[config.mk]
export PLATFORM = sky130hd
export DESIGN_NAME = serial_alu
export DESIGN_NICKNAME = d
export VERILOG_FILES = /design/src/rtl/serial_alu_pkg.sv /design/src/rtl/sa_input_stage.sv /design/src/rtl/sa_bit_engine.sv /design/src/rtl/sa_delay_line.sv /design/src/rtl/serial_alu.sv
export SDC_FILE = /design/constraint.sdc
export NUM_CORES = 1
export LEC_CHECK = 0
export CORE_MARGIN = 10
export CORE_UTILIZATION = 53
export CTS_CLUSTER_DIAMETER = 30
export DETAILED_ROUTE_END_ITERATION = 8
export GPL_TIMING_DRIVEN = 0
export PLACE_DENSITY = 0.8
export SYNTH_ARGS = -nofsm -noshare
export SYNTH_HDL_FRONTEND = slang
export SYNTH_SLANG_ARGS = --single-unit
[constraint.sdc]
create_clock -name clk -period 3.52 [get_ports clk]
set_input_delay 1.056 -clock clk [delete_from_list [all_inputs] [get_ports clk]]
set_output_delay 1.056 -clock clk [all_outputs]
set_load 0.01 [all_outputs]
[src/rtl/serial_alu_pkg.sv]
package serial_alu_pkg;

  typedef enum logic [2:0] {
    OP_ADD = 3'd0,
    OP_SUB = 3'd1,
    OP_AND = 3'd2,
    OP_OR  = 3'd3,
    OP_XOR = 3'd4
  } alu_op_e;

  // One bit slice: returns {carry_out, result_bit}.
  // For subtraction the B bit is inverted; the caller supplies carry_in = 1 on bit 0.
  function automatic logic [1:0] slice_eval(input logic [2:0] op,
                                            input logic a,
                                            input logic b,
                                            input logic cin);
    logic bb;
    logic [1:0] r;
    bb = (op == OP_SUB) ? ~b : b;
    case (op)
      OP_ADD, OP_SUB: r = {(a & bb) | (a & cin) | (bb & cin), a ^ bb ^ cin};
      OP_AND:         r = {1'b0, a & b};
      OP_OR:          r = {1'b0, a | b};
      OP_XOR:         r = {1'b0, a ^ b};
      default:        r = 2'b00;
    endcase
    return r;
  endfunction

  function automatic logic first_carry(input logic [2:0] op);
    return (op == OP_SUB);
  endfunction

endpackage

[src/rtl/sa_input_stage.sv]
module sa_input_stage #(
  parameter int OP_W = 3
) (
  input  logic            clk,
  input  logic            rst_n,
  input  logic            fs_i,
  input  logic [OP_W-1:0] op_i,
  input  logic            a_i,
  input  logic            b_i,
  output logic            fs_o,
  output logic [OP_W-1:0] op_o,
  output logic            a_o,
  output logic            b_o
);
  always_ff @(posedge clk) begin
    if (!rst_n) begin
      fs_o <= 1'b0;
      op_o <= '0;
      a_o  <= 1'b0;
      b_o  <= 1'b0;
    end else begin
      fs_o <= fs_i;
      op_o <= op_i;
      a_o  <= a_i;
      b_o  <= b_i;
    end
  end
endmodule

[src/rtl/sa_bit_engine.sv]
module sa_bit_engine
  import serial_alu_pkg::*;
#(
  parameter int WORD_BITS = 7,
  parameter int FRAME_LEN = WORD_BITS + 1,
  parameter int OP_W      = 3
) (
  input  logic            clk,
  input  logic            rst_n,
  input  logic            fs_i,
  input  logic [OP_W-1:0] op_i,
  input  logic            a_i,
  input  logic            b_i,
  output logic            fs_o,
  output logic            bit_o,
  output logic            init_slot_o,
  output logic            carry_o
);
  localparam int PW = $clog2(FRAME_LEN);
  localparam logic [PW-1:0] LAST_POS = PW'(FRAME_LEN - 1);
  localparam logic [PW-1:0] INIT_POS = PW'(WORD_BITS);

  logic [PW-1:0]   pos_q;
  logic            active_q;
  logic [OP_W-1:0] op_q;
  logic            carry_q;

  logic [OP_W-1:0] cur_op;
  logic            data_slot;
  logic            init_slot;
  logic            cin;
  logic [1:0]      slice;

  always_comb begin
    cur_op    = fs_i ? op_i : op_q;
    data_slot = fs_i || (active_q && (pos_q < INIT_POS));
    init_slot = !fs_i && active_q && (pos_q == INIT_POS);
    cin       = fs_i ? first_carry(op_i) : carry_q;
    slice     = slice_eval(cur_op, a_i, b_i, cin);
  end

  always_ff @(posedge clk) begin
    if (!rst_n) begin
      pos_q    <= '0;
      active_q <= 1'b0;
      op_q     <= '0;
    end else if (fs_i) begin
      pos_q    <= PW'(1);
      active_q <= 1'b1;
      op_q     <= op_i;
    end else if (active_q) begin
      if (pos_q == LAST_POS) begin
        pos_q    <= '0;
        active_q <= 1'b0;
      end else begin
        pos_q <= pos_q + PW'(1);
      end
    end
  end

  always_ff @(posedge clk) begin
    if (!rst_n)         carry_q <= 1'b0;
    else if (init_slot) carry_q <= 1'b0;
    else if (data_slot) carry_q <= slice[1];
  end

  always_ff @(posedge clk) begin
    if (!rst_n) begin
      fs_o  <= 1'b0;
      bit_o <= 1'b0;
    end else begin
      fs_o  <= fs_i;
      bit_o <= data_slot ? slice[0] : 1'b0;
    end
  end

  assign init_slot_o = init_slot;
  assign carry_o     = carry_q;
endmodule

[src/rtl/sa_delay_line.sv]
module sa_delay_line #(
  parameter int DEPTH = 4,
  parameter int WIDTH = 2
) (
  input  logic             clk,
  input  logic             rst_n,
  input  logic [WIDTH-1:0] d_i,
  output logic [WIDTH-1:0] d_o
);
  generate
    if (DEPTH == 0) begin : g_pass
      assign d_o = d_i;
    end else begin : g_chain
      logic [WIDTH-1:0] stage_q [DEPTH];
      for (genvar i = 0; i < DEPTH; i++) begin : g_stage
        always_ff @(posedge clk) begin
          if (!rst_n) stage_q[i] <= '0;
          else        stage_q[i] <= (i == 0) ? d_i : stage_q[(i == 0) ? 0 : i-1];
        end
      end
      assign d_o = stage_q[DEPTH-1];
    end
  endgenerate
endmodule

[src/rtl/serial_alu.sv]
module serial_alu #(
  parameter int WORD_BITS   = 7,
  parameter int PIPE_STAGES = 6
) (
  input  logic       clk,
  input  logic       rst_n,
  input  logic       frame_start_in,
  input  logic [2:0] op_in,
  input  logic       a_bit,
  input  logic       b_bit,
  output logic       res_bit,
  output logic       frame_start_out
);
  localparam int FRAME_LEN = WORD_BITS + 1;
  localparam int TAIL      = PIPE_STAGES - 2;
  localparam int OP_W      = 3;

  logic            s1_fs, s1_a, s1_b;
  logic [OP_W-1:0] s1_op;
  logic            s2_fs, s2_bit;
  logic            w_init, w_carry;
  logic [1:0]      tail_out;

  sa_input_stage #(.OP_W(OP_W)) u_in (
    .clk(clk), .rst_n(rst_n),
    .fs_i(frame_start_in), .op_i(op_in), .a_i(a_bit), .b_i(b_bit),
    .fs_o(s1_fs), .op_o(s1_op), .a_o(s1_a), .b_o(s1_b)
  );

  sa_bit_engine #(.WORD_BITS(WORD_BITS), .FRAME_LEN(FRAME_LEN), .OP_W(OP_W)) u_eng (
    .clk(clk), .rst_n(rst_n),
    .fs_i(s1_fs), .op_i(s1_op), .a_i(s1_a), .b_i(s1_b),
    .fs_o(s2_fs), .bit_o(s2_bit),
    .init_slot_o(w_init), .carry_o(w_carry)
  );

  sa_delay_line #(.DEPTH(TAIL), .WIDTH(2)) u_tail (
    .clk(clk), .rst_n(rst_n),
    .d_i({s2_fs, s2_bit}),
    .d_o(tail_out)
  );

  assign frame_start_out = tail_out[1];
  assign res_bit         = tail_out[0];
endmodule

* Yosys cells after proc, flatten, opt, wreduce, memory -nomap -nowiden
Memories as Yosys holds them, arrays and structs flattened.
Cells that the tools add are included.
** Cells by class
- Equal/unequal tests :: 6
- Bitwise operators :: 16
- Add/subtract/negate cells :: 1
- Magnitude comparators :: 1
- Muxes and demuxes :: 16
- Reduce and logical (&&, ||, !) cells :: 11
** Operator list (count)
- $mux W1 :: 9
- $mux W2 :: 4
- $pmux W2 S4 :: 1
- $or A1 B1 Y1 :: 7
- $eq A3 B1 Y1 const B :: 2
- $eq A3 B2 Y1 const B :: 2
- $eq A3 B3 Y1 const B :: 2
- $mux W3 :: 2
- $reduce_or A2 Y1 :: 3
- $and A1 B1 Y1 :: 4
- $add A3 B1 Y3 const B :: 1
- $logic_and A1 B1 Y1 :: 3
- $logic_not A3 Y1 :: 1
- $lt A3 B3 Y1 const B :: 1
- $xor A1 B1 Y1 :: 3
- $not A1 Y1 :: 2
- $reduce_and A2 Y1 :: 1
- $reduce_bool A2 Y1 :: 1
- $logic_not A1 Y1 :: 1
- $logic_or A1 B1 Y1 :: 1
** Storage, ports and cells
- Bits in writable memories :: 8
- Register bits :: 16
- Output and inout bits :: 2
- Word-level logic and storage cells :: 63
- Input port bits :: 8
- Memories :: 1
** Memories
- u_tail.g_chain.stage_q :: depth 4, width 2, rd ports 4, clocked after memory_dff 0, wr ports 4, line sa_delay_line.sv:14 : logic [WIDTH-1:0] stage_q [DEPTH];

* Depth between registers and ports, before layout
- Depth in word-level cells :: 7
- Mapped depth :: 8

* Modules after synthesis
Synthesis repeated with hierarchy kept, for this count alone.
** Unflattened totals
- Cell total of the unflattened synthesis :: 90
- Area total of the unflattened synthesis :: 934.6 um2
** By module, submodules not included
- sa_bit_engine :: cells each 62, times used 1, area an instance 566.8 um2, seq. area each 200.2 um2
- sa_delay_line :: cells each 16, times used 1, area an instance 210.2 um2, seq. area each 160.2 um2
- sa_input_stage :: cells each 12, times used 1, area an instance 157.7 um2, seq. area each 120.1 um2

* Worst setup path before layout
OpenSTA, ideal clock, no wires.
- Kind :: register to register
- Start :: register u_in.fs_o
- End :: register u_eng.bit_o
- Setup time :: 0.126 ns
- Cell stages (with the launch flop) :: 9
- Path slack :: 1.010 ns
- Arrival time :: 2.384 ns
- Cell sequence :: dfxtp_1 clkbuf_1 nor3_1 o21ai_0 xnor2_1 fa_1 or4_2 nand4_1 a2111oi_2
** On the way
- Word-level cells in the longest chain between the ends :: 6
** RTL lines
- start, declared :: line sa_input_stage.sv:10 : output logic fs_o,
- start signal, assigned :: line sa_input_stage.sv:22 : fs_o <= fs_i;
- $mux W3
- $eq A3 B1 Y1 :: line serial_alu_pkg.sv:19, serial_alu_pkg.sv:20
- $mux W1 :: line serial_alu_pkg.sv:19 : bb = (op == OP_SUB) ? ~b : b;
- $xor A1 B1 Y1 (2 in series) :: line serial_alu_pkg.sv:21 : OP_ADD, OP_SUB: r = {(a & bb) | (a & cin) | (bb & cin), a ^ bb ^ cin};
- $pmux W2 S4 :: line serial_alu_pkg.sv:20 : case (op)
- end signal, assigned :: line sa_bit_engine.sv:73 : bit_o <= data_slot ? slice[0] : 1'b0;
- end, declared :: line sa_bit_engine.sv:15 : output logic bit_o,
Parallel ways exist; a longest one is shown, timed or not.
A chain may end at the register's enable or synchronous reset.

* Worst setup path in the final report
Ends and elaborated chain as after synthesis.

==> impl_metrics.py <==
metrics = {
    "pwr": {
        "p_int_mw": 0.4269,
        "powerDensity_nw_per_um2": 470.8,
        "swShare_pct": 21.22,
        "pwr-share-seq_pct": 53.9,
        "clockPowerShare_pct": 36.3,
        "p_comb_share_pct": 9.8,
        "leakagePower_nw": 0.4672,
        "p_sw_mw": 0.1150,
        "vdd_drop_max_mv": 0.2907,
        "power_mw": 0.5419,
    },
    "yosys": {
        "synth_cells": 96,
        "postSynthAreaPerCell_um2": 10.18,
        "syn-num-nets": 109,
        "synth_cell_type_count": 32,
        "synth_top_area_cell": "dfxtp_1",
        "yosysWarnings": 0,
        "synth-seq-area-share_pct": 49.17,
        "ys_seq_elements": 24,
        "synth_top_area_share_pct": 49.17,
        "synth.cell_area_um2": 977.2,
        "netlist_top_cells_area": "dfxtp_1 (49%), and2_1 (9.6%), ha_1 (5.1%)",
    },
    "sta": {
        "setup_viol": 0,
        "fin_worst_skew_ns": 0.0005608,
        "tightest_slew_ns": 0.4740,
        "grt_setup_unrepaired": "no",
        "slew_violations": 0,
        "post-route-period-util_pct": 81.53,
        "period_minus_slack_ns": 2.870,
        "max-slew-margin-rel_pct": 68.40,
        "finalSetupTns_ns": 0,
        "hold_viol_final": 0,
        "fmax_mhz": 348.5,
        "hold_slack_ns": 0.4480,
    },
    "clocking": {
        "clkLatencyLatePin_ns": 0.31,
        "clockRootBuffer": "clkbuf_4",
        "clkSlewWorstSetupHoldPaths_ns": 0.13,
        "cts_tree": "built",
        "clock-sinks": 24,
        "cts_setup_buffers": 0,
        "cts.path.max_buffers": 2,
        "cts_buffers": 3,
        "cts-resized-gates": 0,
        "hold_buffers": 0,
        "cts_max_level": 1,
    },
    "routing": {
        "route.detailed.drc": 0,
        "antenna_left": 0,
        "vias": 703,
        "wl_per_cell_um": 13.58,
        "vias_per_cell": 5.246,
        "dr.first_iter.drc_count": 20,
        "firstDrtPassIters": 4,
        "routed_wirelength_um": 1820,
    },
    "grt": {
        "grt_pass1_wl_um": 3111,
        "antenna_found_initial": 0,
        "grt_max_degree": 15,
        "grt_busiest_layer": "met2",
        "grtUsageMet1_pct": 11.08,
        "met3_usage_pct": 2.330,
        "grt_use_met2_pct": 15.23,
        "grtUsageTotal_pct": 9.529,
        "grt_pass1_vias": 726,
        "globalRouteOverflowTotal": 0,
    },
    "worst_setup_path": {
        "r2r_slack_ns": 0.65,
        "critical_path_required_ns": 3.73,
        "slowest_delay_ns": 0.65,
        "end_kind": "flip-flop",
        "rr_startpoint": "u_in.fs_o$_SDFF_PN0_",
        "worst_path_max_delay_cell": "or4_2",
        "crit_type": "flip-flop to flip-flop",
        "crit_path_max_fanout": 10,
        "timing.rr.end": "u_eng.bit_o$_SDFF_PN0_",
        "worstPathCellList": "clkbuf_1 > nor3_1 > o21ai_0 > xnor2_1 > fa_1 > or4_2 > nand4_1 > a2111oi_2",
        "reg2regPathDepth": 8,
        "cp.arrival_ns": 3.08,
        "cp-start-kind": "flip-flop",
    },
    "floorplan": {
        "die_h_um": 62.94,
        "die-area_um2": 3961,
        "initial_utilization_pct": 55.99,
        "core_um2": 1745,
        "num_io_pins": 10,
        "die_width_um": 62.94,
        "placement_rows": 15,
    },
    "min_path": {
        "hold_end": "u_tail.g_chain.stage_q[2][0]$_SDFF_PN0_",
        "holdCritStartpoint": "u_tail.g_chain.stage_q[1][0]$_SDFF_PN0_",
        "holdPathStages": 1,
        "min_path_type": "flip-flop to flip-flop",
    },
    "final_layout": {
        "drive_gt1_share_pct": 7.339,
        "fillers": 150,
        "multi_input_area_um2": 462.9,
        "seq_area_um2": 480.5,
        "antenna_cells": 0,
        "syn_to_final_growth_pct": 17.80,
        "finalNetCount": 123,
    },
    "placement": {
        "port_buffers": 9,
        "place_hpwl_um": 1375,
        "gp_congestion": 0.9064,
    },
    "outcome": {
        "status": "finished clean",
    },
    "run": {
        "cap_violations": 0,
    },
}
==> worst max-delay path, delay by kind of cell (launching register included) <==
| kind | cells | cell delay [ns] |
|---|---|---|
| adder cells (fa/ha/maj) | 1 | 0.45 |
| XOR/XNOR | 1 | 0.18 |
| buffers and inverters | 1 | 0.42 |
| AND/OR/NAND/NOR | 3 | 0.93 |
| AO/OA/AOI/OAI | 2 | 0.32 |
| flip-flops | 1 | 0.46 |
==> Yosys cell counts <==
cell,n
nand3_1,2
nor2b_1,2
fa_1,1
nand3b_1,1
nand2_1,5
or3b_1,1
a211o_1,3
a21boi_0,2
a21oi_1,2
nor4b_1,2
nor3b_1,1
or4_2,1
o32ai_1,1
mux2i_1,2
nor2_1,3
a2111oi_2,1
and2_1,15
clkbuf_1,4
a31oi_1,1
ha_1,4
o21a_1,2
xnor2_1,1
nand4_1,2
dfxtp_1,24
nand2b_1,1
nor3_1,1
o22ai_1,1
o211a_1,1
inv_1,5
o21ai_0,2
mux2_2,1
or4b_2,1
==> cell usage in the layout, fill, tap and decap left out, types with 3 or more instances in the layout <==
master | Yosys | routed
nor2_1 | 3 | 3
clkbuf_4 | 0 | 3
clkbuf_1 | 4 | 4
and2_1 | 15 | 15
ha_1 | 4 | 4
dfxtp_1 | 24 | 24
inv_1 | 5 | 5
nand2_1 | 5 | 5
clkdlybuf4s50_1 | 0 | 9
a211o_1 | 3 | 3
==> routing by layer <==
| layer | vias to the layer above | part of all wire (%) | routed length, um |
|---|---|---|---|
| li1 | 355 | - | - |
| met1 | 330 | 49 | 885 |
| met2 | 12 | 46 | 836 |
| met3 | 6 | 2.8 | 51 |
| met4 | 0 | 2.6 | 47 |
| met5 | - | 0 | 0 |
==> final cells by class <==
class | count | area share (%)
sequential | 24 | 41.74
multi-input combinational | 63 | 40.22
timing repair buffer | 9 | 7.826
tap | 25 | 2.717
clock inverter | 1 | 2.609
clock buffer | 3 | 1.957
inverter | 5 | 1.630
buffer | 4 | 1.304
==> power by group through the flow <==
| stage | clock [mW] | sequential, mW | combinational (mW) |
|---|---|---|---|
| floorplan | 0 | 0.295 | 0.0371 |
| global route | 0.210 | 0.294 | 0.0601 |
| CTS | 0.201 | 0.292 | 0.0537 |
| global placement | 0 | 0.297 | 0.0517 |
| detailed placement | 0 | 0.298 | 0.0532 |
| finish | 0.197 | 0.292 | 0.0534 |
==> stage by stage <==
stage / utilization [%] / setup slack [ns] / cells / area, um^2
5_1_grt: 65.95 / 0.4876 / 134 / 1151
3_5_place_dp: 62.94 / 0.6769 / 130 / 1099
3_3_place_gp: 62.94 / 0.7489 / 130 / 1099
4_1_cts: 65.95 / 0.6568 / 134 / 1151
6_report: 65.95 / 0.6502 / 134 / 1151
2_1_floorplan: - / 1.010 / 96 / 977.2
==> logic make-up (layout without fill, tap and decap cells) <==
group	after synthesis	count (layout)	synth area share, %
XOR/XNOR	1	1	0.8965
AO/OA/AOI/OAI	16	16	12.55
adder cells (fa/ha/maj)	5	5	7.171
flip-flops	24	24	49.17
AND/OR/NAND/NOR	38	38	23.56
buffers and inverters	9	22	3.457
multiplexers	3	3	3.201
==> flip-flops by register name (all words and copies together) (netlist names) <==
signal and cells:
u_eng.active_q 1, u_eng.bit_o 1, u_eng.carry_o 1, u_eng.fs_o 1, u_eng.op_q 3, u_eng.pos_q 3, u_in.a_o 1, u_in.b_o 1
u_in.fs_o 1, u_in.op_o 3, u_tail.g_chain.stage_q 8
==> how the worst max path moves through the flow <==
stage,start,to,slack [ns],cells after the start
2_1_floorplan,u_in.fs_o$_SDFF_PN0_,u_eng.bit_o$_SDFF_PN0_,1.01,8
3_3_place_gp,u_in.fs_o$_SDFF_PN0_,u_eng.bit_o$_SDFF_PN0_,0.75,8
3_5_place_dp,u_in.fs_o$_SDFF_PN0_,u_eng.bit_o$_SDFF_PN0_,0.68,8
4_1_cts,u_in.fs_o$_SDFF_PN0_,u_eng.bit_o$_SDFF_PN0_,0.66,8
5_1_grt,u_in.fs_o$_SDFF_PN0_,u_eng.bit_o$_SDFF_PN0_,0.49,8
6_report,u_in.fs_o$_SDFF_PN0_,u_eng.bit_o$_SDFF_PN0_,0.65,8
Note: power is estimated with default switching activity, not from simulation.
